--- src/rtl/cpu_event_arbiter.sv ---
module cpu_event_arbiter #(
  parameter logic [15:0] NMI_ADDR = 16'h0066,
  parameter logic [15:0] INT_ADDR = 16'h0038,
  parameter int SYNC_STAGES = 2
) (
  input  logic        clk,
  input  logic        rst_in,
  input  logic        wait_n,
  input  logic        int_n,
  input  logic        nmi_n,
  input  logic        busreq_n,
  input  logic        mcyc_end,
  input  logic        instr_end,
  input  logic        halt_req,
  input  logic        ie_set,
  input  logic        ie_clr,
  input  logic        ie_restore,
  output logic        stall_o,
  output logic        busack_n,
  output logic        bus_hiz,
  output logic        halt_n,
  output logic        ie_o,
  output logic        svc_valid,
  output logic        svc_nmi,
  output logic [15:0] svc_addr
);

  localparam int NSIG = 4;

  logic rst_prev, core_rst;

  always_ff @(posedge clk) begin
    rst_prev <= rst_in;
    core_rst <= rst_in & rst_prev;
  end

  logic [NSIG-1:0] sync_q [SYNC_STAGES];
  logic [NSIG-1:0] s;

  always_ff @(posedge clk) begin
    if (core_rst) begin
      for (int i = 0; i < SYNC_STAGES; i++) sync_q[i] <= '1;
    end else begin
      sync_q[0] <= {busreq_n, nmi_n, int_n, wait_n};
      for (int i = 1; i < SYNC_STAGES; i++) sync_q[i] <= sync_q[i-1];
    end
  end

  assign s = sync_q[SYNC_STAGES-1];

  logic wait_s, int_s, nmi_s, breq_s;
  assign {breq_s, nmi_s, int_s, wait_s} = s;

  logic nmi_last, nmi_pend, granted, halted, ie, ie_save;
  logic grant_now, take, nmi_take, int_take;

  assign grant_now = mcyc_end & ~breq_s & ~granted;
  assign take      = ~granted & ~grant_now & (instr_end | halted);
  assign nmi_take  = take & nmi_pend;
  assign int_take  = take & ~nmi_pend & ~int_s & ie;

  always_ff @(posedge clk) begin
    if (core_rst) begin
      nmi_last  <= 1'b1;
      nmi_pend  <= 1'b0;
      granted   <= 1'b0;
      halted    <= 1'b0;
      ie        <= 1'b0;
      ie_save   <= 1'b0;
      svc_valid <= 1'b0;
      svc_nmi   <= 1'b0;
      svc_addr  <= '0;
    end else begin
      nmi_last <= nmi_s;
      if (nmi_take)                 nmi_pend <= 1'b0;
      else if (nmi_last & ~nmi_s)   nmi_pend <= 1'b1;

      if (grant_now)                granted <= 1'b1;
      else if (granted & breq_s)    granted <= 1'b0;

      if (nmi_take | int_take)      halted <= 1'b0;
      else if (halt_req)            halted <= 1'b1;

      if (nmi_take) begin
        ie_save <= ie;
        ie      <= 1'b0;
      end else if (int_take) begin
        ie      <= 1'b0;
      end else if (ie_restore) begin
        ie      <= ie_save;
      end else if (ie_set) begin
        ie      <= 1'b1;
      end else if (ie_clr) begin
        ie      <= 1'b0;
      end

      svc_valid <= nmi_take | int_take;
      svc_nmi   <= nmi_take;
      if (nmi_take | int_take) svc_addr <= nmi_take ? NMI_ADDR : INT_ADDR;
    end
  end

  assign stall_o  = ~wait_s;
  assign busack_n = ~granted;
  assign bus_hiz  = granted;
  assign halt_n   = ~halted;
  assign ie_o     = ie;

  AST_RST_QUAL: assert property (@(posedge clk) core_rst |-> $past(rst_in));
  AST_STALL_FROM_WAIT: assert property (@(posedge clk) disable iff (core_rst)
    stall_o |-> !$past(wait_n, 2));
  AST_INT_NEEDS_IE: assert property (@(posedge clk) disable iff (core_rst)
    (svc_valid && !svc_nmi) |-> $past(ie_o));
  AST_NO_SVC_IN_GRANT: assert property (@(posedge clk) disable iff (core_rst)
    svc_valid |-> busack_n);
  AST_GRANT_AT_MCYC: assert property (@(posedge clk) disable iff (core_rst)
    $fell(busack_n) |-> $past(mcyc_end));
  AST_SVC_CLEARS_IE: assert property (@(posedge clk) disable iff (core_rst)
    svc_valid |-> !ie_o);
  AST_HALT_HOLD: assert property (@(posedge clk) disable iff (core_rst)
    !halt_n |=> (!halt_n || svc_valid));

endmodule

--- config.mk ---
export PLATFORM = sky130hd
export DESIGN_NAME = cpu_event_arbiter
export DESIGN_NICKNAME = d
export VERILOG_FILES = /design/src/rtl/cpu_event_arbiter.sv
export SDC_FILE = /design/constraint.sdc
export NUM_CORES = 1
export LEC_CHECK = 0
export BUFFER_PORTS_ARGS = -buffer_cell sky130_fd_sc_hd__buf_2
export CORE_ASPECT_RATIO = 0.9
export CORE_MARGIN = 2
export CORE_UTILIZATION = 45
export CTS_CLUSTER_SIZE = 30
export DETAILED_ROUTE_END_ITERATION = 10
export GPL_TIMING_DRIVEN = 1
export PLACE_DENSITY = 0.76
export REMOVE_ABC_BUFFERS = 1
export SYNTH_ARGS = -nofsm -noshare
export SYNTH_HDL_FRONTEND = slang
export SYNTH_SLANG_ARGS = --single-unit
--- constraint.sdc ---
create_clock -name clk -period 1.4 [get_ports clk]
set_input_delay 0 -clock clk [delete_from_list [all_inputs] [get_ports clk]]
set_output_delay 0 -clock clk [all_outputs]
set_load 0.005 [all_outputs]
Yosys cells after proc, flatten, opt, wreduce, memory -nomap -nowiden
Memories as Yosys holds them, arrays and structs flattened. Index checks and enable logic that the tools add are counted.

Register bits after elaboration: 26. RAM bits: 8. Bits of input ports: 12. Word-level logic and storage cells: 51. Memories kept: 1.

Multiplexer cells: 11. Bitwise operators: 23. Reduce and logical (&&, ||, !) cells: 5.

Memories: sync_q (words 2, bits a word 4, read ports 2, clocked after memory_dff 0, write ports 2, RTL line 37) `logic [NSIG-1:0] sync_q [SYNC_STAGES];`.

Operators by type and width (count): $and 1x1->1 (11); $mux 1 (8); $mux 4 (2); $not 1->1 (8); $mux 7 (1); $or 1x1->1 (4); $reduce_or 2->1 (2); $reduce_bool 3->1 (1); $reduce_or 3->1 (1); $reduce_bool 2->1 (1).

Depth between registers and ports, before layout
Gate-level depths: netlist of the first run.

Word-level depth: 11. Gate-level depth with buffers: 3.

Least setup slack after synthesis of the first run
No wires, ideal clock.

Path kind: register to register. From: memory sync_q[1][3], in the netlist sync_q[0][7]. To: register ie, in the netlist ie_o. Arrival time: 906 ps. Slack: 390 ps. Stages on the path, launching flop included: 4. Period minus slack after synthesis: 1010 ps. Cell sequence: dfxtp_1 and2b_4 a211oi_2 a2111oi_2.

RTL lines: from (decl) (RTL line 37); to (signal assigned) (RTL line 90) `ie <= ie_save;`; to (decl) (RTL line 54) `logic nmi_last, nmi_pend, granted, halted, ie, ie_save;`.

Final worst setup path of the first run
From: register ie, in the netlist ie_o. To: register ie, in the netlist ie_o.

Longest elaborated chain between the ends: 2.

Ends and longest elaborated chain: $and 1x1->1 (RTL line 60) `assign int_take = take & ~nmi_pend & ~int_s & ie;`; $reduce_or 3->1 (no source line).

Every way passes these cells. A chain may end at the register's enable or synchronous reset.

==> results.md, run 1 <==
* Initial drt markers at 2
* Final worst setup slack at 281 ps
* Worst-Skew Late Latency at 290 ps
* Synth area leaders: dfxtp_1 52%, buf_4 12%, or2_2 6.2%
* # Post-CTS Setup Buffers at 0
* P&R area growth vs syn at 23.4%
* Register area at 420 um^2
* Post-synth top cells: 21 x dfxtp_1, 13 x buf_4, 8 x or2_2, 7 x inv_1, 4 x nor3_1
* R2R Setup Slk at 280 ps
* CTS Buffer Depth at 2
* GRT overflow at 0
* Share of layout cells above drive strength 1 at 36.9%
* Fillers at 160
* CP bufs+invs at 0
* Final ANT Viol Nets at 0
* Largest net degree at the start of global routing at 18
* ANT cells at 0
* Std-Cell Core Area at 1680 um^2
* Final hold violation count at 0
* Mapped Avg Cell Area at 10.1 um^2
* CTS tree: yes
* Worst EP arrival at 1290 ps
* Initial antenna violation count at 0
* Post-place setup slack at 301 ps
* Worst Hold Class: in2reg
* DR vias/cell at 4.31
* H-tree depth at 1
* CTS Sinks at 21
* DP HPWL at 877 um
* Chip height at 44.2 um
* Post-cts sizing count at 0
* Ports at 35
* Yosys top cell area share at 52.1%
* Multi-input logic area at 292 um^2
* Async SR Flop Fraction at 0%
* Fin util at 59.2%
* Synthesis Warnings at 0
* Final setup TNS at 0 ps
* # rows at 14
* Ys flop type: dfxtp_1
* Power Dens Cells at 1180 nW/um^2
* Final period utilization at 80.0%
* Post-Syn Area at 807 um^2
* Final setup fails at 0
* Port Buffers at 24
* Drt drc at 0
* F_max at 893 MHz
* RSZ-0062 raised after global routing: no
* Crit path kind: reg2reg
* Cells after synthesis at 80
* Drt wl/cell at 9.16 um
* Type of origin of the critical path: flop
* Final wirelength at 1.24 mm
* Peak VDD IR at 0.000802 V
* Top-count cell post-synth: dfxtp_1
* Post-synth EDFFs at 0
* Horizontal die dimension at 48.6 um
* Initial Utilization at 48.0%
* First drt pass iteration count at 4
* Sequential share of the synthesized area at 52.1%
* Reg clk slew, reported paths at 110 ps
* Tmin final at 1120 ps
* Nets@finish at 124
* Slew Limit Fails at 0
* Status: finished clean
* GP Congestion at 0.844
* Area leader, netlist: dfxtp_1
* LEAKAGE at 0.481 nW
* Total number of vias at 582
* Critical Path End Type: flop
* Count of cell types in the netlist at 25
* # Max-Cap Violations at 0
* Worst path cell trace: nand2b_1, a211oi_2, a2111oi_2
* CP delay by family, top: compound AO/OA/AOI/OAI gates
* CP required at 1570 ps
* Vias in the first global route at 539
* Crit path max fanout at 4
* Critical Path Max Stage Delay at 400 ps
* Gr usage total at 13.0%
* Die area at 2150 um^2
* First-pass GRT wire length at 2.19 mm
* Clock Skew at 2.10 ps
* Critical path's slowest cell: dfxtp_1
* Clock buffer count from CTS at 3
* CTS root buf: clkbuf_4
* #FFs+latches synth at 21
* Hold Buf Count CTS at 8
-- worst min-delay path, delay by kind of cell --
kind                   cells  cell delay (ps)
AOI/OAI and AO/OA          2              250
buffers and inverters      1              120
-- final cells by class --
type,count,share of cell area [%]
clock buffer,3,2.26
clock inverter,1,0.503
inverter,7,2.64
multi-input combinational,47,29.3
sequential,21,42.2
tap,24,3.02
timing repair buffer,32,20.1
-- path summary, 6_finish.rpt --
path                           start                 endpoint  depth (start not counted)
min reg2reg  sync_q[0][3]$_SDFF_PP1_  sync_q[0][7]$_SDFF_PP1_                          1
max                ie_o$_SDFFE_PP0P_        ie_o$_SDFFE_PP0P_                          3
min                        instr_end     svc_valid$_SDFF_PP0_                          3
max reg2reg        ie_o$_SDFFE_PP0P_        ie_o$_SDFFE_PP0P_                          3
-- sequential cells by signal, summed over array words and instances, names as in the netlist --
name       cells
bus_hiz        1
ie_o           1
halted         1
rst_prev       1
svc_nmi        1
core_rst       1
nmi_last       1
svc_valid      1
nmi_pend       1
svc_addr       3
ie_save        1
sync_q         8
-- through the flow --
stage               area [um^2]  power, W  hold WS, ps  instances
global placement            888  0.000892          113        123
detailed placement          888  0.000898          117        123
floorplan                   738  0.000813         27.7         75
CTS                         996   0.00119          120        135
finish                      996   0.00118          120        135
global route                996   0.00126          124        135
-- routing by layer --
metal,part of all wire [%],routed length (um),track usage [%]
met1,43,528,14.4
met2,51,626,24.7
met3,6.6,82,5.07
met4,0,0,1.71
met5,0,0,0
-- report_power, final --
part	total [W]	leakage, nW	internal (W)	switching (W)
Combinational	0.000201	0.288	0.000115	0.0000854
Clock	0.000277	0.0177	0.000106	0.000171
Sequential	0.000699	0.175	0.000658	0.0000404
Total	0.00118	0.481	0.000880	0.000297
-- cells in the final DEF, fill, tap and decap left out --
cell type	Yosys	routed
nor3_1	4	4
o21a_1	1	1
nand4_1	1	1
nand2b_1	2	2
inv_1	7	7
nor2_1	3	3
nor2b_1	1	1
o21ai_0	1	1
conb_1	1	10
clkbuf_4	0	3
and2b_4	1	1
o31ai_1	2	2
o21ba_2	1	1
a2111oi_0	1	1
o211a_1	1	1
and2_1	1	1
nand3_1	2	2
buf_2	1	24
dlygate4sd3_1	0	8
a211oi_2	1	1
dfxtp_1	21	21
clkinv_2	0	1
a2111oi_2	1	1
nand2_1	1	1
or2_2	8	8
o21bai_4	1	1
a21oi_1	3	3
-- kinds of logic after synthesis --
| group | synth area share (%) |
|---|---|
| simple gates | 16.9 |
| flops | 52.1 |
| compound gates | 14.6 |
| other cells | 0.465 |
| buf+inv | 16.0 |
Note: power is estimated with default switching activity, not from simulation.
==> run 2: changes to the inputs <==
- CORE_UTILIZATION: 45 -> 40
- PLACE_DENSITY: 0.76 -> 0.72
- clock period: 1.4 -> 0.9 ns (I/O delays scaled with it)
==> run 2 against run 1 <==
- largest power group unchanged
- clock power is 64% higher
- the run now ends with setup timing left
- utilization fell by 0.47 points
- setup slack got worse by 410 ps
- maximum frequency rose by 8.9%
- cell area up 13%
- count of clock-buffer cells in the layout is the same
- global-route usage fell by 0.67 points
- sequential share of layout area shrank 4.1 points
- routed wire length is 9.7% higher
- critical path depth did not move
- critical endpoint is now svc_addr[5]$_SDFFE_PP0P_
- clock skew is 1.8 ps higher
- flip-flop and latch count is the same
==> results.md, run 2 (synthesis gave the netlist of run 1 again) <==
* Status: finished, violations left
* Failing checks: setup timing
* F_max at 973 MHz (+8.9%)
* Crit path max fanout at 6 (+2)
* # Post-CTS Setup Buffers at 0 (unchanged)
* Net Sw Frac at 26.3% (+1.1 points)
* DP HPWL at 954 um (+8.9%)
* Peak VDD IR at 0.00105 V (+31%)
* Chip height at 46.6 um (+5.5%)
* First-pass GRT wire length at 2.14 mm (-2.5%)
* Initial drt markers at 3 (+1)
* Reg clk slew, reported paths at 120 ps (about the same)
* Fillers at 168 (+5.0%)
* Drt drc at 0 (unchanged)
* Final period utilization at 114% (+34 points)
* Internal at 0.00144 W (+64%)
* Hold path startpoint: mcyc_end
* Worst r2r src: bus_hiz$_SDFFE_PP0P_
* Final Instance Area at 1120 um^2 (+13%)
* CP bufs+invs at 0 (unchanged)
* Vias in the first global route at 550 (+2.0%)
* GP Congestion at 0.794 (-5.9%)
* Clock buffer count from CTS at 3 (unchanged)
* Post-place setup slack at -170 ps (-471 ps)
* Final Instance Count excl. Fillers at 145 (+7.4%)
* Register area at 429 um^2 (+2.1%)
* GRT overflow at 0 (unchanged)
* Largest reg by FF count: sync_q
* Clock Skew at 3.94 ps (+1.84 ps)
* LEAKAGE at 0.542 nW (+13%)
* Worst r2r dst: svc_addr[5]$_SDFFE_PP0P_
* Ports at 35 (unchanged)
* Worst Hold Class: in2reg
* Placed cell count at 133 (+8.1%)
* Combinational share of power at 21.2% (+4.1 points)
* Slew Limit Fails at 0 (unchanged)
* P&R area growth vs syn at 39.4%
* DR vias/cell at 4.29 (-0.50%)
* Port Buffers at 24 (unchanged)
* CP delay by family, top: compound AO/OA/AOI/OAI gates
* Final ANT Viol Nets at 0 (unchanged)
* Net load switching power at 0.000516 W (+74%)
* Critical Path End Type: flop
* Largest net degree at the start of global routing at 14 (-4)
* Worst hold path stage count at 4 (+1)
* Worst-Skew Late Latency at 300 ps (about the same)
* Reg power frac at 55.7% (-3.7 points)
* Post-DP Area at 957 um^2 (+7.7%)
* Critical path's slowest cell: dfxtp_2
* Die area at 2390 um^2 (+11%)
* H-tree depth at 1 (unchanged)
* CTS tree: yes
* RSZ-0062 raised after global routing: yes
* First drt pass iteration count at 2 (-2)
* Final setup fails at 10 (+10)
* R2R Setup Slk at -130 ps (-410 ps)
* Final wirelength at 1.36 mm (+9.7%)
* Initial Utilization at 42.2% (-5.8 points)
* Commonest cells after routing, fill and taps aside: 23 x buf_2, 16 x dfxtp_1, 10 x conb_1
* Std-Cell Core Area at 1910 um^2 (+14%)
* Nets@finish at 133 (+7.3%)
* Worst EP arrival at 1280 ps (about the same)
* CTS Sinks at 21 (unchanged)
* Multi-input logic area at 330 um^2 (+13%)
* # rows at 15 (+1)
* # Max-Cap Violations at 0 (unchanged)
* CP required at 1150 ps (-420 ps)
* R2R depth at 3 (unchanged)
* Type of origin of the critical path: flop
* Drt wl/cell at 9.36 um (+2.1%)
* Critical Path Max Stage Delay at 340 ps (-60 ps)
* CTS root buf: clkbuf_4
* Gr usage total at 12.4% (-0.67 points)
* Final setup TNS at -851 ps (-851 ps)
* Largest registers: sync_q (8), svc_addr (3)
* Clock network fraction of total power at 23.1% (-0.5 points)
* Initial antenna violation count at 0 (unchanged)
* Final worst setup slack at -128 ps (-409 ps)
* Max FFs per register at 8 (unchanged)
* Most common cell after layout, fill and taps aside: buf_2
* Total number of vias at 622 (+6.9%)
* Crit path kind: reg2reg
* Final hold violation count at 0 (unchanged)
* Worst Hold End: svc_nmi$_SDFF_PP0_
* Tmin final at 1030 ps (-91.3 ps)
* CTS Buffer Depth at 2 (unchanged)
* Share of layout cells above drive strength 1 at 50.8% (+14 points)
* Worst path cell trace: o21bai_4, a211oi_4, o21a_1
* Horizontal die dimension at 51.3 um (+5.6%)
* Total power at 0.00196 W (+67%)
* ANT cells at 0 (unchanged)
* Power Dens Cells at 1740 nW/um^2 (+48%)
[run 2: layer usage]
layer	vias up	track usage [%]	share of wire (%)
li1	318	-	-
met1	276	12.1	41
met2	28	24.7	51
met3	0	5.84	7.8
met4	0	1.58	0
met5	-	0	0
[run 2: cell type report]
| class | count | share of cell area, % |
|---|---|---|
| Clock buffer | 3 | 2.00 |
| Clock inverter | 1 | 0.667 |
| Inverter | 7 | 2.34 |
| Multi-Input combinational cell | 47 | 29.4 |
| Sequential cell | 21 | 38.2 |
| Tap cell | 25 | 2.78 |
| Timing Repair Buffer | 41 | 24.7 |
[run 2: power by group through the flow]
stage / Sequential, W / Clock [W] / Combinational (W)
4_1_cts: 0.00109 / 0.000475 / 0.000405
2_1_floorplan: 0.00111 / 0 / 0.000156
5_1_grt: 0.00110 / 0.000511 / 0.000460
3_3_place_gp: 0.00110 / 0 / 0.000339
6_report: 0.00109 / 0.000453 / 0.000416
3_5_place_dp: 0.00110 / 0 / 0.000345
[run 2: tightest hold or removal path: stages]
cell	delay, ps
buf_2	120
nand2b_4	60
nand3_2	70
nor2_1	40
[run 2: worst max-delay path by stage]
stage	to	cells after the start	slack, ps	startpoint
4_1_cts	svc_addr[5]$_SDFFE_PP0P_	3	-130	bus_hiz$_SDFFE_PP0P_
5_1_grt	ie_o$_SDFFE_PP0P_	3	-200	sync_q[0][7]$_SDFF_PP1_
2_1_floorplan	ie_o$_SDFFE_PP0P_	3	-110	sync_q[0][7]$_SDFF_PP1_
6_report	svc_addr[5]$_SDFFE_PP0P_	3	-130	bus_hiz$_SDFFE_PP0P_
3_3_place_gp	ie_o$_SDFFE_PP0P_	3	-140	halted$_SDFFE_PP0P_
3_5_place_dp	ie_o$_SDFFE_PP0P_	3	-170	sync_q[0][7]$_SDFF_PP1_
[run 2: what timing repair did]
action / CTS / global route
hold endpoints to repair: 9 / 0
hold buffers: 8 / 0
resized for setup: 11 / 5
endpoints found under the setup margin: 12 / 13
pin swaps: 2 / 1
[run 2: stage by stage]
step / utilization (%) / hold WS (ps)
6_report: 58.8 / 30.2
2_1_floorplan: - / 27.7
3_5_place_dp: 50.0 / 118
3_3_place_gp: 50.0 / 114
4_1_cts: 57.9 / 51.5
5_1_grt: 58.8 / 44.2
==> run 3: changes to the inputs <==
- SKIP_CTS_REPAIR_TIMING: default -> 1
==> run 3 against run 2 <==
- the run ends with hold timing, setup timing left
- setup slack lost 2.0 ps
- critical path depth stayed put
- sequential share of layout area is 0.75 points higher
- clock skew down 2.8 ps
- utilization decreased by 1.6 points
- clock power rose by 2%
- critical endpoint unchanged
==> results.md, run 3 (synthesis gave the netlist of run 1 again) <==
* Chip height at 46.6 um (unchanged)
* Nets@finish at 132 (-0.75%)
* Peak VDD IR at 0.00110 V (+4.9%)
* Drt wl/cell at 9.03 um (-3.5%)
* Crit path kind: reg2reg
* Final wirelength at 1.30 mm (-4.1%)
* Critical Path End Type: flop
* Power Dens Cells at 1780 nW/um^2 (+1.9%)
* DR vias/cell at 4.31 (+0.53%)
* LEAKAGE at 0.528 nW (-2.5%)
* Initial antenna violation count at 0 (unchanged)
* Final setup fails at 10 (unchanged)
* Hold Worst Slack at -35.1 ps (-65.3 ps)
* Final hold violation count at 1 (+1)
* Final Instance Count excl. Fillers at 144 (-0.69%)
* Port Buffers at 24 (unchanged)
* Failing checks: hold timing, setup timing
* ANT cells at 0 (unchanged)
* Final worst setup slack at -130 ps (-2.05 ps)
* CTS Sinks at 21 (unchanged)
* CTS tree: yes
* Gr usage total at 11.3% (-1.0 points)
* Slew Limit Fails at 0 (unchanged)
* Largest net degree at the start of global routing at 14 (unchanged)
* Worst-Skew Late Latency at 300 ps (about the same)
* Vias in the first global route at 489 (-11%)
* Largest reg by FF count: sync_q
* Drt drc at 0 (unchanged)
* Critical path's slowest cell: dfxtp_2
* Clock Skew at 1.17 ps (-2.76 ps)
* Worst EP arrival at 1290 ps (about the same)
* CTS Buffer Depth at 2 (unchanged)
* Total number of vias at 621 (-0.16%)
* H-tree depth at 1 (unchanged)
* Largest registers: sync_q (8), svc_addr (3)
* Horizontal die dimension at 51.3 um (unchanged)
* Status: finished, violations left
* Ports at 35 (unchanged)
* Final period utilization at 114% (+0.23 points)
* Worst path cell trace: o21bai_4, a211oi_4, o21a_1
* P&R area growth vs syn at 35.5%
* DP HPWL at 954 um (unchanged)
* Std-Cell Core Area at 1910 um^2 (unchanged)
* Max FFs per register at 8 (unchanged)
* Critical Path Max Stage Delay at 340 ps (about the same)
* RSZ-0062 raised after global routing: yes
* Worst Hold Class: in2reg
* Final ANT Viol Nets at 0 (unchanged)
* GRT overflow at 0 (unchanged)
* CP required at 1160 ps (about the same)
* Die area at 2390 um^2 (unchanged)
* Initial Utilization at 42.2% (unchanged)
* Fin util at 57.1% (-1.6 points)
* Most common cell after layout, fill and taps aside: buf_2
* Share of layout cells above drive strength 1 at 48.7% (-2.1 points)
* Type of origin of the critical path: flop
* Placed cell count at 133 (unchanged)
* # Max-Cap Violations at 0 (unchanged)
* Initial drt markers at 4 (+1)
* Commonest cells after routing, fill and taps aside: 24 x buf_2, 17 x dfxtp_1, 10 x conb_1
* CTS root buf: clkbuf_4
* GP Congestion at 0.794 (unchanged)
* Reg clk slew, reported paths at 120 ps (about the same)
* Crit path max fanout at 6 (unchanged)
* Tmin final at 1030 ps (+2.05 ps)
* Fillers at 175 (+4.2%)
* F_max at 971 MHz (-0.20%)
* Clock buffer count from CTS at 3 (unchanged)
* First drt pass iteration count at 3 (+1)
* First-pass GRT wire length at 1.97 mm (-8.1%)
* # rows at 15 (unchanged)
## run 3: cell count changes in the layout (fill, tap and decap cells not counted)
cell | previous run | this run
buf_6 | 2 | 0
buf_2 | 23 | 24
inv_2 | 1 | 0
dfxtp_1 | 16 | 17
nand2b_4 | 2 | 1
nand2b_1 | 0 | 1
dlygate4sd3_1 | 8 | 7
buf_4 | 8 | 9
dfxtp_4 | 1 | 0
inv_1 | 6 | 7
## run 3: stage by stage
step / power (W) / hold WS [ps] / cell area (um^2) / setup TNS [ps] / setup WS (ps)
CTS: 0.00190 / -215 / 987 / -1270 / -209
global placement: 0.00144 / 114 / 957 / -566 / -142
floorplan: 0.00126 / 27.7 / 738 / -388 / -110
detailed placement: 0.00145 / 118 / 957 / -855 / -170
finish: 0.00194 / -35.1 / 1090 / -836 / -130
global route: 0.00205 / 37.2 / 1090 / -1520 / -183
## run 3: path summary, 6_finish.rpt
path                               to  depth (start not counted)  slack [ps]                     from
min reg2reg   sync_q[0][7]$_SDFF_PP1_                          1         420  sync_q[0][3]$_SDFF_PP1_
max          svc_addr[5]$_SDFFE_PP0P_                          3        -130     bus_hiz$_SDFFE_PP0P_
min               halted$_SDFFE_PP0P_                          3         -40                 halt_req
max reg2reg  svc_addr[5]$_SDFFE_PP0P_                          3        -130     bus_hiz$_SDFFE_PP0P_
## run 3: power by group
part | switching (W) | total [W] | internal, W
logic | 0.000165 | 0.000395 | 0.000230
registers | 0.0000587 | 0.00109 | 0.00103
clock network | 0.000292 | 0.000461 | 0.000169
## run 3: layer usage
layer  part of all wire, %  GRT usage [%]  routed length [um]
met1                    43           12.1                 559
met2                    49           20.8                 632
met3                   8.3           5.84                 108
met4                     0           1.58                   0
met5                     0              0                   0
## run 3: cell type report
| class | count | area (um^2) | area share (%) |
|---|---|---|---|
| clock buffers | 3 | 22.5 | 2.06 |
| clock inverters | 1 | 7.51 | 0.686 |
| flip-flops and latches | 21 | 425 | 38.9 |
| multi-input cells | 47 | 323 | 29.5 |
| repair buffers | 40 | 258 | 23.6 |
| well taps | 25 | 31.3 | 2.86 |
| inverters | 7 | 26.3 | 2.40 |
## run 3: critical path, delay by kind of cell, from the launching register on
kind               cells  cell delay, ps
AOI/OAI and AO/OA      3             640
DFF                    1             340
